### src/rtl/flash_wbuf_pkg.sv
`timescale 1ns/1ps
package flash_wbuf_pkg;
   // collector phase: gathering bytes, or waiting on the array side
   typedef enum logic {
      WB_COLLECT = 1'b0,
      WB_PROGRAM = 1'b1
   } wb_state_e;

   localparam logic [7:0] ERASED_BYTE = 8'hFF;
endpackage

### src/rtl/flash_wbuf_lanes.sv
`timescale 1ns/1ps
module flash_wbuf_lanes
   import flash_wbuf_pkg::*;
#(
   parameter int WORD_BYTES = 16,
   parameter int BUS_BYTES  = 4,
   localparam int SLOT_W    = $clog2(WORD_BYTES / BUS_BYTES),
   localparam int DATA_W    = WORD_BYTES * 8,
   localparam int BUS_W     = BUS_BYTES * 8
) (
   input  logic [SLOT_W-1:0]     slot,
   input  logic [BUS_BYTES-1:0]  strb,
   input  logic [BUS_W-1:0]      bus_data,
   input  logic [WORD_BYTES-1:0] mask_q,
   input  logic [DATA_W-1:0]     data_q,
   output logic [WORD_BYTES-1:0] hit,
   output logic [DATA_W-1:0]     merged,
   output logic [DATA_W-1:0]     padded,
   output logic                  overlap
);
   for (genvar i = 0; i < WORD_BYTES; i++) begin : g_byte
      localparam int SL = i / BUS_BYTES;
      localparam int LN = i % BUS_BYTES;
      assign hit[i]          = (slot == SLOT_W'(SL)) && strb[LN];
      assign merged[i*8 +: 8] = hit[i] ? bus_data[LN*8 +: 8] : data_q[i*8 +: 8];
      assign padded[i*8 +: 8] = mask_q[i] ? data_q[i*8 +: 8] : ERASED_BYTE;
   end

   assign overlap = |(hit & mask_q);
endmodule

### src/rtl/flash_wbuf_ctrl.sv
`timescale 1ns/1ps
module flash_wbuf_ctrl
   import flash_wbuf_pkg::*;
#(
   parameter int WORD_BYTES = 16,
   parameter int WORD_W     = 12,
   localparam int DATA_W    = WORD_BYTES * 8
) (
   input  logic                  clk,
   input  logic                  rst_n,
   input  logic                  prog_en,
   input  logic                  wr_valid,
   input  logic [WORD_W-1:0]     wr_word,
   input  logic                  wr_bank,
   input  logic                  wr_secure,
   input  logic                  fw_set,
   input  logic                  strb_ie,
   input  logic                  pgm_ack,
   input  logic [WORD_BYTES-1:0] hit,
   input  logic                  overlap,
   input  logic [DATA_W-1:0]     merged,
   output logic [WORD_BYTES-1:0] mask_q,
   output logic [DATA_W-1:0]     data_q,
   output logic [WORD_W-1:0]     word_q,
   output logic                  bank_q,
   output logic                  busy,
   output logic                  fw_q,
   output logic                  strb_err,
   output logic                  inc_err,
   output logic                  strb_irq
);
   wb_state_e st_q;
   logic      sec_q;
   logic      nonempty;
   logic      mismatch;
   logic      accept;
   logic [WORD_BYTES-1:0] new_mask;

   assign nonempty = |mask_q;
   assign mismatch = nonempty && ((wr_word != word_q) || (wr_bank != bank_q));
   assign accept   = wr_valid && prog_en;
   assign new_mask = mask_q | hit;
   assign busy     = (st_q == WB_PROGRAM);

   always_ff @(posedge clk or negedge rst_n) begin
      if (!rst_n) begin
         st_q     <= WB_COLLECT;
         mask_q   <= '0;
         data_q   <= '0;
         word_q   <= '0;
         bank_q   <= 1'b0;
         sec_q    <= 1'b1;
         fw_q     <= 1'b0;
         strb_err <= 1'b0;
         inc_err  <= 1'b0;
         strb_irq <= 1'b0;
      end else begin
         strb_err <= 1'b0;
         inc_err  <= 1'b0;
         strb_irq <= 1'b0;
         if (st_q == WB_PROGRAM) begin
            // writes dropped here; a repeated force only keeps the flag up
            if (pgm_ack) begin
               st_q   <= WB_COLLECT;
               mask_q <= '0;
               fw_q   <= 1'b0;
            end else if (fw_set) begin
               fw_q <= 1'b1;
            end
         end else if (fw_q) begin
            // resolve the force request; beats in this cycle are dropped
            if (nonempty && sec_q) st_q <= WB_PROGRAM;
            else                   fw_q <= 1'b0;
         end else begin
            if (fw_set) fw_q <= 1'b1;
            if (accept) begin
               if (mismatch) begin
                  inc_err <= 1'b1;
                  mask_q  <= '0;
               end else if (overlap) begin
                  strb_err <= 1'b1;
                  strb_irq <= strb_ie;
                  mask_q   <= '0;
               end else begin
                  mask_q <= new_mask;
                  data_q <= merged;
                  word_q <= wr_word;
                  bank_q <= wr_bank;
                  sec_q  <= (nonempty ? sec_q : 1'b1) & wr_secure;
                  if (&new_mask) st_q <= WB_PROGRAM;
               end
            end
         end
      end
   end
endmodule

### src/rtl/flash_wbuf.sv
`timescale 1ns/1ps
module flash_wbuf #(
   parameter int WORD_BYTES = 16,
   parameter int BUS_BYTES  = 4,
   parameter int ADDR_W     = 14,
   localparam int SLOT_W    = $clog2(WORD_BYTES / BUS_BYTES),
   localparam int WORD_W    = ADDR_W - SLOT_W,
   localparam int DATA_W    = WORD_BYTES * 8,
   localparam int BUS_W     = BUS_BYTES * 8
) (
   input  logic                 clk,
   input  logic                 rst_n,
   input  logic                 prog_en,
   input  logic                 wr_valid,
   input  logic [ADDR_W-1:0]    wr_addr,
   input  logic [BUS_W-1:0]     wr_data,
   input  logic [BUS_BYTES-1:0] wr_strb,
   input  logic                 wr_bank,
   input  logic                 wr_secure,
   input  logic                 fw_set,
   input  logic                 strb_ie,
   input  logic                 pgm_ack,
   output logic                 pgm_req,
   output logic [WORD_W-1:0]    pgm_word,
   output logic                 pgm_bank,
   output logic [DATA_W-1:0]    pgm_data,
   output logic                 fw_pending,
   output logic                 strb_err,
   output logic                 inc_err,
   output logic                 strb_irq
);
   // elaboration-time parameter checks
   if (BUS_BYTES < 1 || (BUS_BYTES & (BUS_BYTES - 1)) != 0) begin : g_bad_bus
      $error("BUS_BYTES must be a power of two");
   end
   if (WORD_BYTES <= BUS_BYTES || (WORD_BYTES % BUS_BYTES) != 0
       || (WORD_BYTES & (WORD_BYTES - 1)) != 0) begin : g_bad_word
      $error("WORD_BYTES must be a power of two larger than BUS_BYTES");
   end
   if (ADDR_W <= SLOT_W) begin : g_bad_addr
      $error("ADDR_W too small for the slot field");
   end

   logic [SLOT_W-1:0]     slot;
   logic [WORD_W-1:0]     wr_word;
   logic [WORD_BYTES-1:0] hit;
   logic [WORD_BYTES-1:0] mask_q;
   logic [DATA_W-1:0]     data_q;
   logic [DATA_W-1:0]     merged;
   logic                  overlap;

   assign slot    = wr_addr[SLOT_W-1:0];
   assign wr_word = wr_addr[ADDR_W-1:SLOT_W];

   flash_wbuf_lanes #(
      .WORD_BYTES(WORD_BYTES),
      .BUS_BYTES (BUS_BYTES)
   ) u_lanes (
      .slot    (slot),
      .strb    (wr_strb),
      .bus_data(wr_data),
      .mask_q  (mask_q),
      .data_q  (data_q),
      .hit     (hit),
      .merged  (merged),
      .padded  (pgm_data),
      .overlap (overlap)
   );

   flash_wbuf_ctrl #(
      .WORD_BYTES(WORD_BYTES),
      .WORD_W    (WORD_W)
   ) u_ctrl (
      .clk      (clk),
      .rst_n    (rst_n),
      .prog_en  (prog_en),
      .wr_valid (wr_valid),
      .wr_word  (wr_word),
      .wr_bank  (wr_bank),
      .wr_secure(wr_secure),
      .fw_set   (fw_set),
      .strb_ie  (strb_ie),
      .pgm_ack  (pgm_ack),
      .hit      (hit),
      .overlap  (overlap),
      .merged   (merged),
      .mask_q   (mask_q),
      .data_q   (data_q),
      .word_q   (pgm_word),
      .bank_q   (pgm_bank),
      .busy     (pgm_req),
      .fw_q     (fw_pending),
      .strb_err (strb_err),
      .inc_err  (inc_err),
      .strb_irq (strb_irq)
   );
endmodule

### config.mk
export PLATFORM = sky130hd
export DESIGN_NAME = flash_wbuf
export DESIGN_NICKNAME = d
export VERILOG_FILES = /design/src/rtl/flash_wbuf_pkg.sv /design/src/rtl/flash_wbuf_lanes.sv /design/src/rtl/flash_wbuf_ctrl.sv /design/src/rtl/flash_wbuf.sv
export SDC_FILE = /design/constraint.sdc
export NUM_CORES = 1
export LEC_CHECK = 0
export BUFFER_PORTS_ARGS = -buffer_cell sky130_fd_sc_hd__buf_2
export CAP_MARGIN = 10
export CORE_MARGIN = 5
export CORE_UTILIZATION = 50
export DETAILED_ROUTE_END_ITERATION = 10
export PLACE_DENSITY = 0.76
export SLEW_MARGIN = 10
export SYNTH_ARGS = -nofsm -noshare
export SYNTH_HDL_FRONTEND = slang
export SYNTH_SLANG_ARGS = --single-unit
### constraint.sdc
create_clock -name clk -period 5.3 [get_ports clk]
set_input_delay 0.265 -clock clk [delete_from_list [all_inputs] [get_ports clk]]
set_output_delay 0.265 -clock clk [all_outputs]
set_load 0.03 [all_outputs]
==> reports/results.ini, run 1 <==
[sta]
fmax_mhz=293
rsz0062_at_grt=false
setup_viol=0
worst_pin_slew_ps=1020
finalMaxSlewViolations=0
min_period_over_period_pct=64.3
slew_headroom_pct=32.1
whs_ps=-25.8
clock_skew_ps=9.16
finalHoldViolations=22
setup_tns_ps=0
setup_slack_ps=1890
timing.final.crit_period_ps=3410

[die]
ioPinCount=205
design.die.area_mm2=0.0188
rows=46
start_util_pct=50.9
die_w_um=137
dieHeight_um=137
fp.coreArea_mm2=0.0158

[power_and_ir_drop]
vdd_drop_max_mv=0.372
swShare_pct=36.3
p_int_w=0.00349
p_clk_share_pct=23.9
seq_power_share_pct=39.1
switching_power_w=0.00199
p_leak_nw=4.23
power_w=0.00548
p_per_area_mw_per_mm2=559
power.share.combinational_pct=37.0

[clocking]
cts_sinks=163
cts_root_buffer=clkbuf_16
path_clk_slew_ps=60
clk_latency_ps=430
cts_made_buffers=17
hold_buffers=0
post_cts_buffers=0
cts_tree=done
cts_buffer_depth=2
cts_resized=0
cts_max_level=4

[placed_design]
hpwlAfterDp_mm=14.1
place.gp.congestion=0.893
place_ws_ps=1940
io_buffers=204

[logic_synthesis]
netlist.area_leader.share_pct=50.3
synth_top_cell_by_area=dfrtp_1
synth-seq-cells=163
async_flop_share_pct=100
synth_edf_count=0
ys_seq_area_share_pct=50.6
avgSynthCellArea_um2=13.1
synth-main-ff-cell=dfrtp_1
synthesis.nets=676
ys_top_cells_by_area=dfrtp_1 50%, mux2_2 19%, nand2b_1 10%, a2111oi_4 5.5%, o21ba_2 2.0%
netlist_area_mm2=0.00806
postSynthCellCount=617
yosysWarningCount=0
synth_cell_types=48

[route]
drc=0
wire_per_inst_um=19.2
routed_via_density=5.47
routed_wl_mm=19.9
route.antenna.remaining_nets=0
vias=5668
drt-initial-drc-count=286
drtPass1Iterations=5

[layout]
fin_nets=867
postLayoutCoreUtil_pct=61.9
diodes=0
area_growth_pct=21.6
nFillCells=1248
drive_gt1_share_pct=51.2

[status]
outcome=complete, but fails checks
violations=hold timing

[setup_path]
crit_arrival_ps=3720
cp_data_required_time_ps=5610
worstSetupPathType=reg -> reg
startpoint_type=register
critical_path_peak_fanout=17
crit_path_end_kind=register

[global_routing]
grt_pass1_wl_mm=31.9
antenna_found_initial=2
grt_max_degree=115
grt_pass1_vias=6047
groute.usage.overall_pct=21.8
gr-total-overflow=0

[worst_hold_path]
hold_path_class=in -> async

[flow_run]
max_cap_violations=0

[metal layers]
metal / up-vias / wire length [um] / global-route usage [%]
met5: - / 21 / 0
met3: 30 / 1540 / 6.36
met4: 4 / 296 / 6.04
met1: 2845 / 8130 / 27.8
li1: 2542 / - / -
met2: 247 / 9960 / 36.3
[layout by cell type, fill, tap and decap left out, drive strengths merged, types with 5 or more instances in the layout]
| cell type | count |
|---|---|
| mux2 | 142 |
| nor4 | 5 |
| nand2 | 25 |
| xnor2 | 13 |
| a2111oi | 16 |
| clkinv | 5 |
| o21ba | 16 |
| nor2 | 8 |
| o21ai | 6 |
| nand2b | 129 |
| dfrtp | 162 |
| nand4 | 5 |
| clkbuf | 19 |
| buf | 206 |
[path summary, 6_finish.rpt]
path / from / to / slack (ps) / depth (start not counted)
max in group asynchronous: rst_n / u_ctrl.data_q[85]$_DFFE_PN0P_ / 4130 / 2
min in group clk: wr_secure / u_ctrl.sec_q$_DFFE_PN1P_ / 80 / 2
worst min register to register: u_ctrl.sec_q$_DFFE_PN1P_ / u_ctrl.sec_q$_DFFE_PN1P_ / 470 / 2
worst max register to register: u_ctrl.mask_q[0]$_DFFE_PN0P_ / u_ctrl.data_q[46]$_DFFE_PN0P_ / 1890 / 5
worst max-delay path: u_ctrl.mask_q[0]$_DFFE_PN0P_ / u_ctrl.data_q[46]$_DFFE_PN0P_ / 1890 / 5
worst min-delay path: rst_n / u_ctrl.bank_q$_DFFE_PN0P_ / -30 / 1
[synthesized netlist by cell type (2+ instances only)]
master	instances
a211oi_1	3
o2bb2ai_1	2
nand4_1	5
buf_4	2
and3_1	3
a21oi_1	4
mux2_4	4
nand3b_1	2
inv_1	4
nor4_1	5
nand2_1	25
buf_2	2
buf_8	3
nor2_1	8
mux2_2	138
o21ba_2	16
nand2b_1	129
a22o_1	4
dfrtp_1	162
a32oi_1	2
o21ai_0	6
a31oi_1	2
and3b_1	3
a2111oi_4	16
mux2i_1	2
clkbuf_1	21
buf_6	6
nor2b_1	4
nand3_1	3
xnor2_1	13
[area by class of cell]
class,instances,area [um^2],share of cell area (%)
well taps,216,270,2.76
inverters,4,15.0,0.153
clock buffers,19,453,4.62
multi-input cells,416,3750,38.3
flip-flops and latches,163,4080,41.6
repair buffers,206,1040,10.6
clock inverters,13,183,1.86
[registers in the layout, indices dropped and copies added, names as in the netlist]
name             count
u_ctrl.sec_q         1
u_ctrl.strb_irq      1
u_ctrl.busy          1
u_ctrl.bank_q        1
u_ctrl.word_q       12
u_ctrl.fw_q          1
u_ctrl.data_q      128
u_ctrl.strb_err      1
u_ctrl.inc_err       1
u_ctrl.mask_q       16
[logic make-up after synthesis]
logic type | synth area share, %
multiplexers | 20.3
AND/OR/NAND/NOR | 14.3
AO/OA/AOI/OAI | 10.5
flip-flops | 50.6
XOR/XNOR | 1.41
buffers and inverters | 2.87
[stage by stage]
step	instances	cell area [um^2]
floorplan	617	8060
global placement	1005	9160
detailed placement	1005	9160
CTS	1037	9790
global route	1037	9800
finish	1037	9800
[power groups by stage]
stage	Sequential, W	Combinational [W]	Clock (W)
4_1_cts	0.00214	0.00204	0.00133
6_report	0.00214	0.00203	0.00131
3_3_place_gp	0.00211	0.00198	0
2_1_floorplan	0.00209	0.00148	0
5_1_grt	0.00222	0.00218	0.00138
3_5_place_dp	0.00215	0.00203	0
[critical path: stages, from the launching register on]
cell,delay [ps]
dfrtp_1,580
nor4_1,370
nand4_1,250
nand2b_2,680
a2111oi_4,970
mux2_2,420
(Power assumes the default switching activity.)
==> run 2: changes to the inputs <==
- CORE_UTILIZATION: 50 -> 48
- clock period: 5.3 -> 2.99 ns (I/O delays scaled with it)
==> run 2 against run 1 <==
  * Power up 78%
  * Combinational power is 92% higher
  * Largest power group is now combinational logic
  * Cell count up 9.2%
  * The flow now finishes without violations
==> reports/results.ini, run 2 (synthesis results as in run 1) <==
[power_and_ir_drop]
p_leak_nw=4.66
vdd_drop_max_mv=0.554
p_per_area_mw_per_mm2=922
power_w=0.00975

[placed_design]
place.gp.congestion=0.939
postPlaceCellArea_mm2=0.00955
io_buffers=204
place_inst=1059
hpwlAfterDp_mm=14.6

[layout]
fin_nets=959
area_growth_pct=31.3
nFillCells=1305
top_regs=u_ctrl.data_q: 128 flops, u_ctrl.mask_q: 16 flops, u_ctrl.word_q: 12 flops
layout.cells.non_filler=1132
drive_gt1_share_pct=51.0
final_cell_mix=203 x buf_2, 162 x dfrtp_1, 138 x mux2_2, 128 x nand2b_1, 51 x buf_4
largest-register=u_ctrl.data_q
final_common_cell=buf_2
finalInstanceArea_mm2=0.0106
postLayoutCoreUtil_pct=64.0
diodes=0
largest_reg_flops=128

[route]
wire_per_inst_um=18.6
route.antenna.remaining_nets=0
vias=5869
drc=0
drtPass1Iterations=5
routed_wl_mm=21.0
routed_via_density=5.18
drt-initial-drc-count=303

[clocking]
cts_max_level=4
path_clk_slew_ps=60
cts_sinks=163
cts_tree=done
clk_latency_ps=420
cts_root_buffer=clkbuf_16
cts_buffer_depth=2
cts_made_buffers=17

[setup_path]
crit_path_end_kind=register
reg2reg_setup_slack_ps=230
cp_data_required_time_ps=3290
r2r_end=u_ctrl.data_q[4]$_DFFE_PN0P_
crit_arrival_ps=3050
worstSetupPathType=reg -> reg
startpoint_type=register
r2r.worst_path.cells=7
r2r-start=u_ctrl.mask_q[0]$_DFFE_PN0P_
critical_path_peak_fanout=9

[global_routing]
grt_max_degree=63
grt_pass1_wl_mm=34.6
grt_pass1_vias=6342
groute.usage.overall_pct=22.2
gr-total-overflow=0
antenna_found_initial=1

[sta]
clock_skew_ps=7.53
finalMaxSlewViolations=0
worst_pin_slew_ps=730
finalHoldViolations=0
setup_tns_ps=0
min_period_over_period_pct=92.2
setup_viol=0
rsz0062_at_grt=false
slew_headroom_pct=50.7
fmax_mhz=363
timing.final.crit_period_ps=2760

[worst_hold_path]
hold_path_depth=2
hold_path_class=in -> reg
holdPathEnd=u_ctrl.data_q[31]$_DFFE_PN0P_
hp-start=wr_data[31]

[die]
design.die.area_mm2=0.0195
dieHeight_um=140
start_util_pct=48.8
ioPinCount=205
fp.coreArea_mm2=0.0165
die_w_um=140
rows=47

[status]
outcome=completed

[flow_run]
max_cap_violations=0

## run 2: cell count changes in the layout (fill, tap and decap cells not counted), sizes merged
cell / delta
dlygate4sd3: +42
clkinv: -2
clkbuf: +2
clkinvlp: -1
buf: +50
## run 2: area by class of cell
type | count | area [um^2] | share of cell area [%]
clock buffer | 21 | 450 | 4.26
clock inverter | 10 | 158 | 1.49
inverter | 4 | 15.0 | 0.142
multi-input combinational | 416 | 3750 | 35.4
sequential | 163 | 4080 | 38.6
tap | 220 | 275 | 2.60
timing repair buffer | 298 | 1850 | 17.5
## run 2: worst max path at each step
stage                                  from  slack, ps                       endpoint
2_1_floorplan  u_ctrl.word_q[7]$_DFFE_PN0P_        220  u_ctrl.data_q[80]$_DFFE_PN0P_
3_3_place_gp   u_ctrl.word_q[3]$_DFFE_PN0P_        310  u_ctrl.data_q[83]$_DFFE_PN0P_
3_5_place_dp   u_ctrl.word_q[3]$_DFFE_PN0P_        260  u_ctrl.data_q[16]$_DFFE_PN0P_
4_1_cts        u_ctrl.mask_q[0]$_DFFE_PN0P_        250   u_ctrl.data_q[0]$_DFFE_PN0P_
5_1_grt        u_ctrl.mask_q[3]$_DFFE_PN0P_         70   u_ctrl.data_q[4]$_DFFE_PN0P_
6_report       u_ctrl.mask_q[0]$_DFFE_PN0P_        230   u_ctrl.data_q[4]$_DFFE_PN0P_
## run 2: stage by stage
step	setup WS, ps	hold slack [ps]
after floorplan	223	-146
after global placement	306	173
after detailed placement	261	178
after CTS	246	1.04
after global routing	69.3	10.9
final	234	20.9
## run 2: per-layer routing
metal  global-route usage [%]  routed length [um]
met4                     5.81                 325
met2                     36.1               10100
met1                     29.7                9240
met3                     5.87                1390
met5                        0                  11
## run 2: critical path, cell delays in order, from the launching register on
cell and delay (ps):
dfrtp_1 410, nor4_1 360, nand4_1 220, nand2b_2 360, buf_4 290, a2111oi_4 370
buf_4 250, mux2_2 360
## run 2: power breakdown
group	switching [W]	internal (W)	leakage, nW
sequential	0.000460	0.00313	2.19
combinational	0.00215	0.00175	2.18
clock	0.000850	0.00141	0.289
total	0.00346	0.00629	4.66
## run 2: timing repair
| item | 4_1_cts | 5_1_grt |
|---|---|---|
| gates resized for setup | 0 | 0 |
| endpoints found under the hold margin | 156 | 0 |
| setup buffers | 0 | 0 |
| hold buffers | 42 | 0 |
==> run 3: changes to the inputs <==
- ABC_AREA: not set -> 1
- CORE_UTILIZATION: 48 -> 49
- PLACE_DENSITY: 0.76 -> 0.77
==> run 3 against run 2 <==
  * First-iteration DRC count is 130% higher
  * Cell count is 32% higher
  * Die area is 1.8% higher
  * Sequential share of layout area is 0.88 points higher
  * Via count is 39% higher
  * Clock skew is 4.9 ps higher
  * Sequential power is 6.1% higher
  * Setup slack better by 330 ps
  * Routed wire length is 16% higher
  * Critical path type unchanged
  * Critical endpoint is now u_ctrl.word_q[0]$_DFFE_PN0P_
  * Highest routed layer unchanged
==> reports/results.ini, run 3 <==
[setup_path]
crit_start=u_ctrl.mask_q[6]$_DFFE_PN0P_
max_stage_delay_ps=400
crit_slowest_cell=dfrtp_1
cp_data_required_time_ps=3300
critical_path_peak_fanout=24
reg2reg_setup_slack_ps=570
r2r.worst_path.cells=9
path_cells=inv_1 -> nand4_1 -> nor2_1 -> nand3_1 -> nand2_4 -> buf_4 -> nand2_1 -> nand2_1 -> nand2_1
crit_path_end_kind=register
r2r-start=u_ctrl.mask_q[6]$_DFFE_PN0P_
crit_path_frequent_cell=nand2_1
worstSetupPathType=reg -> reg
startpoint_type=register
r2r_end=u_ctrl.word_q[0]$_DFFE_PN0P_
crit_arrival_ps=2740
crit_end=u_ctrl.word_q[0]$_DFFE_PN0P_

[clocking]
hold_buffers=15
cts_tree=done
cts_root_buffer=clkbuf_16
path_clk_slew_ps=60
cts_buffer_depth=2
cts_max_level=4
clk_latency_ps=430
cts_sinks=163
cts_made_buffers=17
post_cts_buffers=0
cts_resized=0

[route]
drt-initial-drc-count=698
routed_wl_mm=24.4
vias=8166
drc=0
route.antenna.remaining_nets=0
wire_per_inst_um=16.4
drtPass1Iterations=7
routed_via_density=5.48

[logic_synthesis]
synth-seq-cells=163
synth_edf_count=0
netlist.area_leader.share_pct=48.4
netlist_area_mm2=0.00838
synth-main-ff-cell=dfrtp_1
synth_top_cell_by_area=dfrtp_1
avgSynthCellArea_um2=8.00
async_flop_share_pct=100
yosysMostFrequentCell=nand2_1
netlist_top_cells_count=380 x nand2_1, 162 x dfrtp_1, 147 x nand4_1
ys_seq_area_share_pct=48.7
ys_top_cells_by_area=dfrtp_1 48%, nand2_1 17%, nand4_1 11%, or2_2 9.6%, nand3_1 3.0%
synth_cell_types=25
yosysWarningCount=0
synthesis.nets=1107
postSynthCellCount=1048

[sta]
clock_skew_ps=12.4
finalHoldViolations=0
worst_pin_slew_ps=792
rsz0062_at_grt=false
setup_viol=0
setup_tns_ps=0
timing.final.crit_period_ps=2420
setup_slack_ps=567
fmax_mhz=413
finalMaxSlewViolations=0
whs_ps=1.25
min_period_over_period_pct=81.0
slew_headroom_pct=47.2

[layout]
area_growth_pct=23.4
final_cell_mix=380 x nand2_1, 203 x buf_2, 162 x dfrtp_1, 147 x nand4_1, 128 x or2_2
top_regs=u_ctrl.data_q: 128 flops, u_ctrl.mask_q: 16 flops, u_ctrl.word_q: 12 flops
fin_nets=1315
largest_reg_flops=128
drive_gt1_share_pct=30.8
largest-register=u_ctrl.data_q
nFillCells=1495
final_common_cell=nand2_1
finalInstanceArea_mm2=0.0103

[placed_design]
hpwlAfterDp_mm=17.0
postPlaceCellArea_mm2=0.00961
io_buffers=204
place_ws_ps=624
place.gp.congestion=0.890

[die]
ioPinCount=205
design.die.area_mm2=0.0198
die_w_um=141
fp.coreArea_mm2=0.0167
dieHeight_um=141
rows=47
start_util_pct=50.2

[power_and_ir_drop]
vdd_drop_max_mv=0.952
p_per_area_mw_per_mm2=1180
p_leak_nw=5.39

[global_routing]
grt_pass1_wl_mm=39.6
groute.usage.overall_pct=24.6
antenna_found_initial=1
gr-total-overflow=0
grt_max_degree=84
grt_pass1_vias=7699

[flow_run]
max_cap_violations=0

[status]
outcome=completed

[worst_hold_path]
hold_path_depth=3
hold_path_class=in -> reg

==> run 3: cell count changes in the layout (fill, tap and decap cells not counted), sizes merged, moves of 16 or more <==
cell | previous run | this run
a2111oi | 16 | 0
buf | 256 | 218
dlygate4sd3 | 42 | 15
inv | 4 | 51
mux2 | 142 | 0
nand2 | 25 | 381
nand2b | 129 | 0
nand3 | 3 | 51
nand4 | 5 | 155
nor2 | 8 | 34
o21ba | 16 | 0
or2 | 1 | 128
==> run 3: worst min path at each step <==
| stage | end | startpoint | slack, ps |
|---|---|---|---|
| after detailed placement | u_ctrl.data_q[78]$_DFFE_PN0P_ | rst_n | 260 |
| after floorplan | u_ctrl.bank_q$_DFFE_PN0P_ | rst_n | -150 |
| final | u_ctrl.fw_q$_DFFE_PN0P_ | fw_set | 1 |
| after global routing | u_ctrl.fw_q$_DFFE_PN0P_ | fw_set | 20 |
| after global placement | u_ctrl.data_q[78]$_DFFE_PN0P_ | rst_n | 260 |
| after CTS | u_ctrl.fw_q$_DFFE_PN0P_ | fw_set | 2 |
==> run 3: kinds of logic after synthesis <==
logic type / synth area share, %
simple gates: 43.9
compound gates: 1.22
buf+inv: 5.76
xor+xnor: 0.418
flops: 48.7
==> run 3: power breakdown <==
part	total [W]	internal, W	switching, W
Clock	0.00215	0.00127	0.000880
Combinational	0.00627	0.00180	0.00447
Sequential	0.00381	0.00323	0.000580
Total	0.0122	0.00631	0.00593
==> run 3: through the flow <==
stage	util, %	instances	total power, W
floorplan	-	1048	0.00829
global placement	57.6	1442	0.00993
detailed placement	57.6	1442	0.0100
CTS	61.9	1489	0.0122
global route	61.9	1489	0.0131
finish	61.9	1490	0.0122
==> run 3: area by class of cell <==
class	instances	area (um^2)	area share (%)
antenna	1	2.50	0.0242
clock buffer	24	472	4.56
clock inverter	8	101	0.980
inverter	64	240	2.32
multi-input combinational	777	3820	37.0
sequential	163	4080	39.5
tap	220	275	2.66
timing repair buffer	233	1350	13.0
==> run 3: critical path, delay by kind of cell (launching register included) <==
kind	cells	cell delay, ps
AND/OR/NAND/NOR	7	1350
flip-flops	1	400
buffers and inverters	2	550
==> run 3: per-layer routing <==
layer	share of wire, %	global-route usage, %	vias to the layer above
met5	0.045	0	-
met4	1.7	6.78	2
met3	8.3	4.98	47
met2	46	38.3	338
met1	44	35.2	3889
li1	-	-	3890
